==> src/rtl/canlock_pkg.sv <==
package canlock_pkg;

   typedef struct packed {
      logic rx;
      logic tx;
      logic arb;
   } canlock_act_t;

   typedef enum logic [1:0] {
      LK_RUN  = 2'd0,
      LK_PEND = 2'd1,
      LK_HELD = 2'd2
   } canlock_state_e;

endpackage

==> src/rtl/canlock_ctrl.sv <==
module canlock_ctrl
   import canlock_pkg::*;
(
   input  logic         clk,
   input  logic         rst_n,
   input  logic         soft_rst,
   input  logic         bus_off,
   input  logic         timing_zero,
   input  logic         req_wr,
   input  logic         req_val,
   input  logic         err_evt,
   input  canlock_act_t act,
   output logic         locked,
   output logic         rj_start,
   output logic         rj_abort
);

   canlock_state_e state_q, state_d;
   logic idle, clr_req, set_req, unlocked, want, grant, release_req;

   always_comb begin
      idle        = ~(act.rx | act.tx | act.arb);
      clr_req     = req_wr & ~req_val;
      set_req     = req_wr & req_val;
      unlocked    = (state_q != LK_HELD);
      want        = unlocked & (set_req | (state_q == LK_PEND)) & ~clr_req;
      grant       = want & (idle | err_evt);
      release_req = clr_req & ~unlocked;
   end

   always_comb begin
      state_d  = state_q;
      rj_start = 1'b0;
      rj_abort = 1'b0;
      if (soft_rst) begin
         state_d  = LK_HELD;
         rj_abort = 1'b1;
      end else if (bus_off) begin
         state_d  = LK_RUN;
         rj_start = 1'b1;
      end else if (timing_zero || grant) begin
         state_d  = LK_HELD;
         rj_abort = 1'b1;
      end else if (release_req) begin
         state_d  = LK_RUN;
         rj_start = 1'b1;
      end else if (unlocked) begin
         state_d  = want ? LK_PEND : LK_RUN;
      end
   end

   always_ff @(posedge clk or negedge rst_n) begin
      if (!rst_n) state_q <= LK_HELD;
      else        state_q <= state_d;
   end

   assign locked = (state_q == LK_HELD);

   // the flag only rises after idle activity, an error or a forcing input
   assert_defer_R2: assert property (@(posedge clk) disable iff (!rst_n)
      $rose(locked) |-> $past(idle | err_evt | soft_rst | timing_zero));

   assert_busoff_R6: assert property (@(posedge clk) disable iff (!rst_n)
      (bus_off && !soft_rst) |=> !locked);

   assert_force_R7: assert property (@(posedge clk) disable iff (!rst_n)
      (soft_rst || (timing_zero && !bus_off)) |=> locked);

   assert_zero_refuse_R8: assert property (@(posedge clk) disable iff (!rst_n)
      (locked && timing_zero && !bus_off && clr_req) |=> locked);

   assert_cancel_R11: assert property (@(posedge clk) disable iff (!rst_n)
      ((state_q == LK_PEND) && clr_req && !soft_rst && !bus_off && !timing_zero) |=> !locked);

endmodule

==> src/rtl/canlock_rejoin.sv <==
module canlock_rejoin #(
   parameter int REJOIN_BITS = 11
) (
   input  logic clk,
   input  logic rst_n,
   input  logic abort,
   input  logic start,
   input  logic bit_tick,
   input  logic bus_dominant,
   output logic waiting
);

   localparam int CW = $clog2(REJOIN_BITS);
   localparam logic [CW-1:0] LAST = CW'(REJOIN_BITS - 1);

   if (REJOIN_BITS < 2) begin : g_bad_rejoin
      $error("canlock_rejoin: REJOIN_BITS must be at least 2");
   end

   logic [CW-1:0] cnt_q;
   logic          wait_q;

   always_ff @(posedge clk or negedge rst_n) begin
      if (!rst_n) begin
         wait_q <= 1'b0;
         cnt_q  <= '0;
      end else if (abort) begin
         wait_q <= 1'b0;
         cnt_q  <= '0;
      end else if (start) begin
         wait_q <= 1'b1;
         cnt_q  <= '0;
      end else if (wait_q && bit_tick) begin
         if (bus_dominant) begin
            cnt_q <= '0;
         end else if (cnt_q == LAST) begin
            wait_q <= 1'b0;
            cnt_q  <= '0;
         end else begin
            cnt_q <= cnt_q + CW'(1);
         end
      end
   end

   assign waiting = wait_q;

   assert_dominant_hold_R9: assert property (@(posedge clk) disable iff (!rst_n)
      (waiting && bit_tick && bus_dominant && !abort) |=> waiting);

   assert_end_on_tick_R9: assert property (@(posedge clk) disable iff (!rst_n)
      ($fell(waiting) && !$past(abort)) |-> $past(bit_tick && !bus_dominant));

endmodule

==> src/rtl/canlock_gate.sv <==
module canlock_gate #(
   parameter int ADDR_W     = 8,
   parameter int PROT_BYTES = 16,
   parameter int CNT_W      = 8,
   parameter int THR_LO     = 9,
   parameter int THR_HI     = 127
) (
   input  logic              locked,
   input  logic              cfg_wr,
   input  logic [ADDR_W-1:0] cfg_addr,
   input  logic              cnt_wr,
   input  logic              thr_sel,
   input  logic [CNT_W-1:0]  tec,
   input  logic [CNT_W-1:0]  rec,
   output logic              cfg_wr_en,
   output logic              cnt_wr_en,
   output logic              err_exceeded
);

   localparam int PB_LOG = $clog2(PROT_BYTES);

   if (PROT_BYTES < 1 || PROT_BYTES >= (1 << ADDR_W)) begin : g_bad_prot
      $error("canlock_gate: PROT_BYTES must lie within the address space");
   end
   if (THR_LO >= THR_HI || THR_HI >= (1 << CNT_W)) begin : g_bad_thr
      $error("canlock_gate: thresholds must be ordered and fit CNT_W");
   end

   logic in_prot;

   if ((PROT_BYTES & (PROT_BYTES - 1)) == 0) begin : g_pow2
      assign in_prot = ~|cfg_addr[ADDR_W-1:PB_LOG];
   end else begin : g_cmp
      assign in_prot = (cfg_addr < ADDR_W'(PROT_BYTES));
   end

   logic [CNT_W-1:0] thr;

   always_comb begin
      thr          = thr_sel ? CNT_W'(THR_HI) : CNT_W'(THR_LO);
      err_exceeded = (tec > thr) | (rec > thr);
      cfg_wr_en    = cfg_wr & (locked | ~in_prot);
      cnt_wr_en    = cnt_wr & locked;
   end

endmodule

==> src/rtl/canlock_seq.sv <==
module canlock_seq
   import canlock_pkg::*;
#(
   parameter int ADDR_W      = 8,
   parameter int PROT_BYTES  = 16,
   parameter int CNT_W       = 8,
   parameter int TIM_W       = 8,
   parameter int THR_LO      = 9,
   parameter int THR_HI      = 127,
   parameter int REJOIN_BITS = 11
) (
   input  logic              clk,
   input  logic              rst_n,
   input  logic              soft_rst,
   input  logic [TIM_W-1:0]  timing0,
   input  logic [TIM_W-1:0]  timing1,
   input  logic              req_wr,
   input  logic              req_val,
   input  logic              rx_busy,
   input  logic              tx_busy,
   input  logic              arb_busy,
   input  logic              err_evt,
   input  logic              bus_off,
   input  logic              bit_tick,
   input  logic              bus_dominant,
   input  logic              cfg_wr,
   input  logic [ADDR_W-1:0] cfg_addr,
   input  logic              cnt_wr,
   input  logic              thr_sel,
   input  logic [CNT_W-1:0]  tec,
   input  logic [CNT_W-1:0]  rec,
   output logic              cfg_lock,
   output logic              bus_disable,
   output logic              cfg_wr_en,
   output logic              cnt_wr_en,
   output logic              err_exceeded
);

   canlock_act_t act;
   logic timing_zero, rj_start, rj_abort, waiting;

   assign act         = '{rx: rx_busy, tx: tx_busy, arb: arb_busy};
   assign timing_zero = ~|timing0 & ~|timing1;

   canlock_ctrl u_ctrl (
      .clk         (clk),
      .rst_n       (rst_n),
      .soft_rst    (soft_rst),
      .bus_off     (bus_off),
      .timing_zero (timing_zero),
      .req_wr      (req_wr),
      .req_val     (req_val),
      .err_evt     (err_evt),
      .act         (act),
      .locked      (cfg_lock),
      .rj_start    (rj_start),
      .rj_abort    (rj_abort)
   );

   canlock_rejoin #(.REJOIN_BITS(REJOIN_BITS)) u_rejoin (
      .clk          (clk),
      .rst_n        (rst_n),
      .abort        (rj_abort),
      .start        (rj_start),
      .bit_tick     (bit_tick),
      .bus_dominant (bus_dominant),
      .waiting      (waiting)
   );

   canlock_gate #(
      .ADDR_W     (ADDR_W),
      .PROT_BYTES (PROT_BYTES),
      .CNT_W      (CNT_W),
      .THR_LO     (THR_LO),
      .THR_HI     (THR_HI)
   ) u_gate (
      .locked       (cfg_lock),
      .cfg_wr       (cfg_wr),
      .cfg_addr     (cfg_addr),
      .cnt_wr       (cnt_wr),
      .thr_sel      (thr_sel),
      .tec          (tec),
      .rec          (rec),
      .cfg_wr_en    (cfg_wr_en),
      .cnt_wr_en    (cnt_wr_en),
      .err_exceeded (err_exceeded)
   );

   assign bus_disable = cfg_lock | waiting;

   assert_protect_R4: assert property (@(posedge clk) disable iff (!rst_n)
      (cfg_wr_en && (cfg_addr < ADDR_W'(PROT_BYTES))) |-> cfg_lock);

   assert_cnt_gate_R5: assert property (@(posedge clk) disable iff (!rst_n)
      cnt_wr_en |-> cfg_lock);

   assert_cover_R10: assert property (@(posedge clk) disable iff (!rst_n)
      cfg_lock |-> bus_disable);

   assert_low_thr_R12: assert property (@(posedge clk) disable iff (!rst_n)
      (!thr_sel && tec <= CNT_W'(THR_LO) && rec <= CNT_W'(THR_LO)) |-> !err_exceeded);

   assert_high_thr_R12: assert property (@(posedge clk) disable iff (!rst_n)
      (thr_sel && (tec > CNT_W'(THR_HI) || rec > CNT_W'(THR_HI))) |-> err_exceeded);

   assert_busoff_off_R6: assert property (@(posedge clk) disable iff (!rst_n)
      (bus_off && !soft_rst) |=> bus_disable);

endmodule

==> config.mk <==
export PLATFORM = sky130hd
export DESIGN_NAME = canlock_seq
export DESIGN_NICKNAME = d
export VERILOG_FILES = /design/src/rtl/canlock_pkg.sv /design/src/rtl/canlock_ctrl.sv /design/src/rtl/canlock_rejoin.sv /design/src/rtl/canlock_gate.sv /design/src/rtl/canlock_seq.sv
export SDC_FILE = /design/constraint.sdc
export NUM_CORES = 1
export LEC_CHECK = 0
export ABC_AREA = 0
export CAP_MARGIN = 20
export CORE_UTILIZATION = 33
export CTS_CLUSTER_SIZE = 12
export DETAILED_ROUTE_END_ITERATION = 8
export GPL_TIMING_DRIVEN = 0
export PLACE_DENSITY = 0.86
export SYNTH_ARGS = -nofsm -noshare
export SYNTH_HDL_FRONTEND = slang
export SYNTH_HIERARCHICAL = 1
export SYNTH_SLANG_ARGS = --single-unit
==> constraint.sdc <==
create_clock -name clk -period 3.22 [get_ports clk]
set_input_delay 0.966 -clock clk [delete_from_list [all_inputs] [get_ports clk]]
set_output_delay 0.966 -clock clk [all_outputs]
set_load 0.005 [all_outputs]
==> results of run 1 <==
## metal layers
metal / up-vias / track usage, % / wire length [µm]
met5: - / 0 / 0
met4: 0 / 5.56 / 21
met3: 2 / 1.82 / 82
met2: 24 / 40.4 / 1440
met1: 450 / 24.2 / 1050
li1: 470 / - / -
## worst reg2reg max path, stage by stage (launching register included)
cell and delay, ns:
dfrtp_1 0.41, mux2_4 0.29, a21oi_1 0.25, o21bai_2 0.17, a211oi_2 0.45, nor2_1 0.09
a32o_2 0.27
## area by class of cell
| cell class | count | area, µm² | area share, % |
|---|---|---|---|
| sequential | 7 | 176 | 11.5 |
| tap | 28 | 35.0 | 2.27 |
| inverter | 6 | 27.5 | 1.79 |
| timing repair inverter | 1 | 7.51 | 0.487 |
| timing repair buffer | 59 | 573 | 37.2 |
| multi-input combinational | 74 | 694 | 45.1 |
| clock buffer | 4 | 26.3 | 1.71 |
## cell usage after synthesis, drive strengths merged (3+ instances only)
library cell	count	share of area [%]
inv	6	2.9
nor2b	3	2.4
a211oi	3	3.5
a21oi	5	3.2
o21ai	8	5.2
or2	3	2.4
dfrtp	6	19
ha	12	19
nand3	4	2.6
nor4	5	4.0
## cells by family after synthesis
kind of cell	after synthesis
fa+ha+maj	12
flops	7
simple gates	33
mux	1
compound gates	28
buf+inv	6
## flip-flops by register name (all words and copies together) (netlist names)
signal            flops
u_rejoin/cnt_q        4
u_rejoin/waiting      1
u_ctrl/state_q        2
## power by group through the flow
stage	Combinational (mW)	Sequential (mW)	Clock, mW
6_report	0.152	0.0963	0.0822
5_1_grt	0.165	0.0970	0.0903
4_1_cts	0.140	0.0961	0.0845
3_5_place_dp	0.130	0.0976	0
3_3_place_gp	0.124	0.0974	0
2_1_floorplan	0.0459	0.0967	0
## path summary, 6_finish.rpt
kind                                                     from                       endpoint  slack, ns  depth (start not counted)
worst max-delay path                                   tec[1]                   err_exceeded      -0.04                          6
worst min-delay path            u_rejoin/cnt_q[0]$_DFFE_PN0P_  u_rejoin/cnt_q[0]$_DFFE_PN0P_       0.55                          1
worst max register to register  u_ctrl/state_q[0]$_DFFE_PN0P_  u_rejoin/cnt_q[1]$_DFFE_PN0P_       1.19                          6
worst min register to register  u_rejoin/cnt_q[0]$_DFFE_PN0P_  u_rejoin/cnt_q[0]$_DFFE_PN0P_       0.55                          1
max in group asynchronous                               rst_n  u_ctrl/state_q[1]$_DFFE_PN1P_       1.95                          1
min in group asynchronous                               rst_n  u_ctrl/state_q[0]$_DFFE_PN0P_       0.98                          1
## layout by cell type (no fill, tap or decap), drive strengths merged, types with 5 or more instances in the layout
master	netlist	final
dfrtp	6	6
buf	0	7
clkbuf	0	5
a21oi	5	5
inv	6	6
nor4	5	5
clkdlybuf4s50	0	43
ha	12	12
o21ai	8	8
## timing repair
action	CTS	global route
resized for setup	33	15
setup endpoints to repair	2	2
pin swaps	12	11
gates cloned	1	0
hold endpoints to repair	0	0
buffers inserted	3	1
==> results.toml, run 1 <==
[status]
status = "finished, violations left"
violations = "setup timing"

[min_path]
worstHoldPathType = "reg -> reg"

[finish]
layout-drive-gt1-share_pct = 23.2
num-fill-cells = 165
n_antenna_cell = 0
area_growth_pct = 98.2
finish.net_count = 219
fin_cells = 179
final_area_mm2 = 0.00154
fin_util_pct = 69.6

[clock_tree]
htreeDepth = 1
root_buffer = "clkbuf_4"
cts_max_path_buffers = 2
clk_latency_ns = 0.25
cts_tree = "yes"
clk_pin_slew_worst_paths_ns = 0.06
cts_hold_buf = 0
cts_buffers = 3
cts_sinks = 7

[power_and_ir_drop]
leakage_nw = 0.620
powerDensity_mw_per_mm2 = 215
p_int_mw = 0.235
power_switching_mw = 0.0956
power.share.clock_pct = 24.8
totalPowerFinal_mw = 0.331
swShare_pct = 28.9
power_frac_seq_pct = 29.1
ir_drop_uv = 145
combPwrFrac_pct = 46.1

[placed_design]
io_buffers = 55
gp_congestion = 0.847
place_area_mm2 = 0.00136
dp_cells = 170
post-place-ws_ns = -0.875
post-dp-hpwl_mm = 1.89

[sta]
finalClockSkew_ns = 0.00140
finalWorstSetupSlack_ns = -0.0376
fin_crit_ns = 3.26
tightest_slew_ns = 0.443
tns_ns = -0.0376
slew_headroom_pct = 70.4
fin_crit_sh_pct = 101
rsz0062_at_grt = "yes"
hold_slack_ns = 0.548
setup_violations = 1
final-hold-violation-count = 0
drv_slew = 0
clock.fmax_mhz = 307

[yosys]
syn_avg_cell_area_um2 = 8.93
ys_ff_latch = 7
synth_area_um2 = 777
synthMuxAreaShare_pct = 1.93
ys.flop_type = "dfrtp_1"
synth_nets = 154
synth_edf_count = 0
synth_xor_area_share_pct = 0
synth_cells = 87
synth_top_family_by_area = "simple AND/OR/NAND/NOR gates"
synth_compound_area_share_pct = 25.0
async_reset_ff_share_pct = 100
synthSimpleGateAreaFrac_pct = 28.2
synthDistinctLibCells = 39
yosysWarnings = 6
yosys.area_share.adder_pct = 19.3
yosysSeqAreaShare_pct = 22.7

[setup_path]
cp-start-kind = "input port"
cpMaxStageDelayCell = "clkdlybuf4s50_1"
endpoint_kind = "output pin"
critical_path.top_delay_family = "buffers and inverters"
crit_required_ns = 2.25
slowest_delay_ns = 0.40
cp_max_fo = 1
crit_chain = "clkdlybuf4s50_1, ha_1, nand3_2, or2_1, a22o_1, buf_2"
arrival_ns = 2.29
critPathKind = "in -> out"
worst-path-buf-inv = 2

[route]
drc = 0
drtAntennaViolNets = 0
routedWlPerCell_um = 14.5
via_per_inst = 5.28
vias = 946
drtIter0Drc = 18
first_pass_iters = 6
finalWirelength_mm = 2.59

[global_route]
grt.overflow.total = 0
grt_pass1_vias = 949
grt_pass1_wl_mm = 4.08
grt_max_degree = 8
antenna_found_initial = 0
grt_usage_pct = 20.9

[job]
max_cap_viol_count = 0

[die]
fp.dieH_um = 50.5
die_w_um = 50.5
num_rows = 17
core_mm2 = 0.00221
dieArea_mm2 = 0.00255
start_util_pct = 35.1
ioPinCount = 60
No activity file was read; power rests on OpenSTA's default activity.
==> run 2, diff against run 1 <==
--- a/config.mk
+++ b/config.mk
@@ -12,6 +12,7 @@
 export DETAILED_ROUTE_END_ITERATION = 8
 export GPL_TIMING_DRIVEN = 0
 export PLACE_DENSITY = 0.86
+export RECOVER_POWER = 100
 export SYNTH_ARGS = -nofsm -noshare
 export SYNTH_HDL_FRONTEND = slang
 export SYNTH_HIERARCHICAL = 1
==> run 2 against run 1 <==
Compared with the run above:
- the run still ends with setup timing left
- register-to-register slack barely moved
- sequential cell count did not move
- die area did not move
- combinational power barely moved
- critical path depth did not move
- sequential share of layout area barely moved
- first-iteration DRC count did not move
- non-clock buffer count did not move
- routed wire length barely moved
- critical endpoint unchanged
- largest cell class unchanged
- largest power group unchanged
==> results.toml, run 2 (same netlist as run 1, synthesis figures left out) <==
[clock_tree]
cts_tree = "yes"
cts_sinks = 7
cts_max_path_buffers = 2
htreeDepth = 1
root_buffer = "clkbuf_4"
cts_buffers = 3
clk_latency_ns = 0.25
clk_pin_slew_worst_paths_ns = 0.06

[finish]
largest_register_ffs = 4
final_area_mm2 = 0.00153
finish.net_count = 219
final_cell_mix = "clkdlybuf4s50_1 (39), ha_4 (7), dfrtp_1 (6)"
largest-register = "u_rejoin/cnt_q"
multi_input_area_um2 = 688
final-seq-area_um2 = 176
fin_util_pct = 69.3
layout_commonest_cell = "clkdlybuf4s50_1"
area_growth_pct = 97.4
layout-drive-gt1-share_pct = 21.9
num-fill-cells = 167
n_antenna_cell = 0
fin_cells = 179

[power_and_ir_drop]
combPwrFrac_pct = 45.8
power_frac_seq_pct = 29.2
ir_drop_uv = 144
totalPowerFinal_mw = 0.328
leakage_nw = 0.621
powerDensity_mw_per_mm2 = 214
swShare_pct = 28.9
power_switching_mw = 0.0949
power.share.clock_pct = 25.0
p_int_mw = 0.234

[setup_path]
cpMaxStageDelayCell = "clkdlybuf4s50_1"
endpoint_kind = "output pin"
crit_required_ns = 2.25
r2r_slack_ns = 1.19
cp.depth = 6
crit_chain = "clkdlybuf4s50_1, ha_1, nand3_2, or2_1, a22o_1, buf_2"
critical_path.top_delay_family = "buffers and inverters"
cp_max_fo = 1
slowest_delay_ns = 0.40
reg2regPathDepth = 6
critPathKind = "in -> out"
worst-path-buf-inv = 2
worstReg2RegEnd = "u_rejoin/cnt_q[1]$_DFFE_PN0P_"
arrival_ns = 2.29
cp-start-kind = "input port"
crit_end = "err_exceeded"
cp-startpoint = "tec[1]"
r2r-start = "u_ctrl/state_q[0]$_DFFE_PN0P_"

[die]
num_rows = 17
ioPinCount = 60
core_mm2 = 0.00221
die_w_um = 50.5
fp.dieH_um = 50.5
start_util_pct = 35.1
dieArea_mm2 = 0.00255

[min_path]
worstHoldPathType = "reg -> reg"
worstHoldPathCells = 1

[sta]
hold_slack_ns = 0.548
clock.fmax_mhz = 307
slew_headroom_pct = 70.4
final-hold-violation-count = 0
tightest_slew_ns = 0.443
fin_crit_sh_pct = 101
tns_ns = -0.0376
finalWorstSetupSlack_ns = -0.0376
finalClockSkew_ns = 0.00133
fin_crit_ns = 3.26
setup_violations = 1
drv_slew = 0
rsz0062_at_grt = "yes"

[global_route]
grt_max_degree = 8
grt_pass1_wl_mm = 4.08
grt_usage_pct = 20.9
grt.overflow.total = 0
antenna_found_initial = 0
grt_pass1_vias = 949

[placed_design]
post-dp-hpwl_mm = 1.89
place_area_mm2 = 0.00136
dp_cells = 170
post-place-ws_ns = -0.875
io_buffers = 55
gp_congestion = 0.847

[route]
via_per_inst = 5.29
finalWirelength_mm = 2.59
drtAntennaViolNets = 0
vias = 947
routedWlPerCell_um = 14.5
first_pass_iters = 6
drtIter0Drc = 18
drc = 0

[job]
max_cap_viol_count = 0

[status]
violations = "setup timing"
status = "finished, violations left"
run 2: power groups by stage:
stage	clock, mW	combinational (mW)	sequential (mW)
finish	0.0821	0.150	0.0959
global route	0.0903	0.163	0.0966
CTS	0.0845	0.140	0.0961
detailed placement	0	0.130	0.0976
global placement	0	0.124	0.0974
floorplan	0	0.0459	0.0967
run 2: worst register-to-register path, delay by kind of cell (launching register included):
family	cells	cell delay, ns
and+or+nand+nor	1	0.09
AOI/OAI and AO/OA	4	1.14
muxes	1	0.29
DFF	1	0.41
run 2: worst min path at each step:
stage	from	slack [ns]	end
finish	u_rejoin/cnt_q[0]$_DFFE_PN0P_	0.55	u_rejoin/cnt_q[0]$_DFFE_PN0P_
detailed placement	u_rejoin/cnt_q[2]$_DFFE_PN0P_	0.53	u_rejoin/cnt_q[2]$_DFFE_PN0P_
CTS	u_rejoin/cnt_q[3]$_DFFE_PN0P_	0.54	u_rejoin/cnt_q[3]$_DFFE_PN0P_
floorplan	u_rejoin/cnt_q[0]$_DFFE_PN0P_	0.49	u_rejoin/cnt_q[0]$_DFFE_PN0P_
global placement	u_rejoin/cnt_q[0]$_DFFE_PN0P_	0.52	u_rejoin/cnt_q[0]$_DFFE_PN0P_
global route	u_rejoin/cnt_q[0]$_DFFE_PN0P_	0.57	u_rejoin/cnt_q[0]$_DFFE_PN0P_
run 2: metal layers:
| metal | global-route usage, % | share of wire [%] |
|---|---|---|
| met2 | 40.4 | 55 |
| met5 | 0 | 0 |
| met1 | 24.2 | 41 |
| met3 | 1.82 | 3.2 |
| met4 | 5.56 | 0.81 |
run 2: final cells by class:
type / instances / share of cell area [%]
multi-input cells: 74 / 44.9
repair buffers: 59 / 37.4
flip-flops and latches: 7 / 11.5
well taps: 28 / 2.28
inverters: 6 / 1.79
clock buffers: 4 / 1.71
repair inverters: 1 / 0.489
run 2: repair_timing:
item,4_1_cts,5_1_grt
resized for setup,33,15
pin swaps,12,11
setup endpoints to repair,2,2
gates cloned,1,0
buffers inserted,3,1
hold endpoints to repair,0,0
hold buffers,0,0
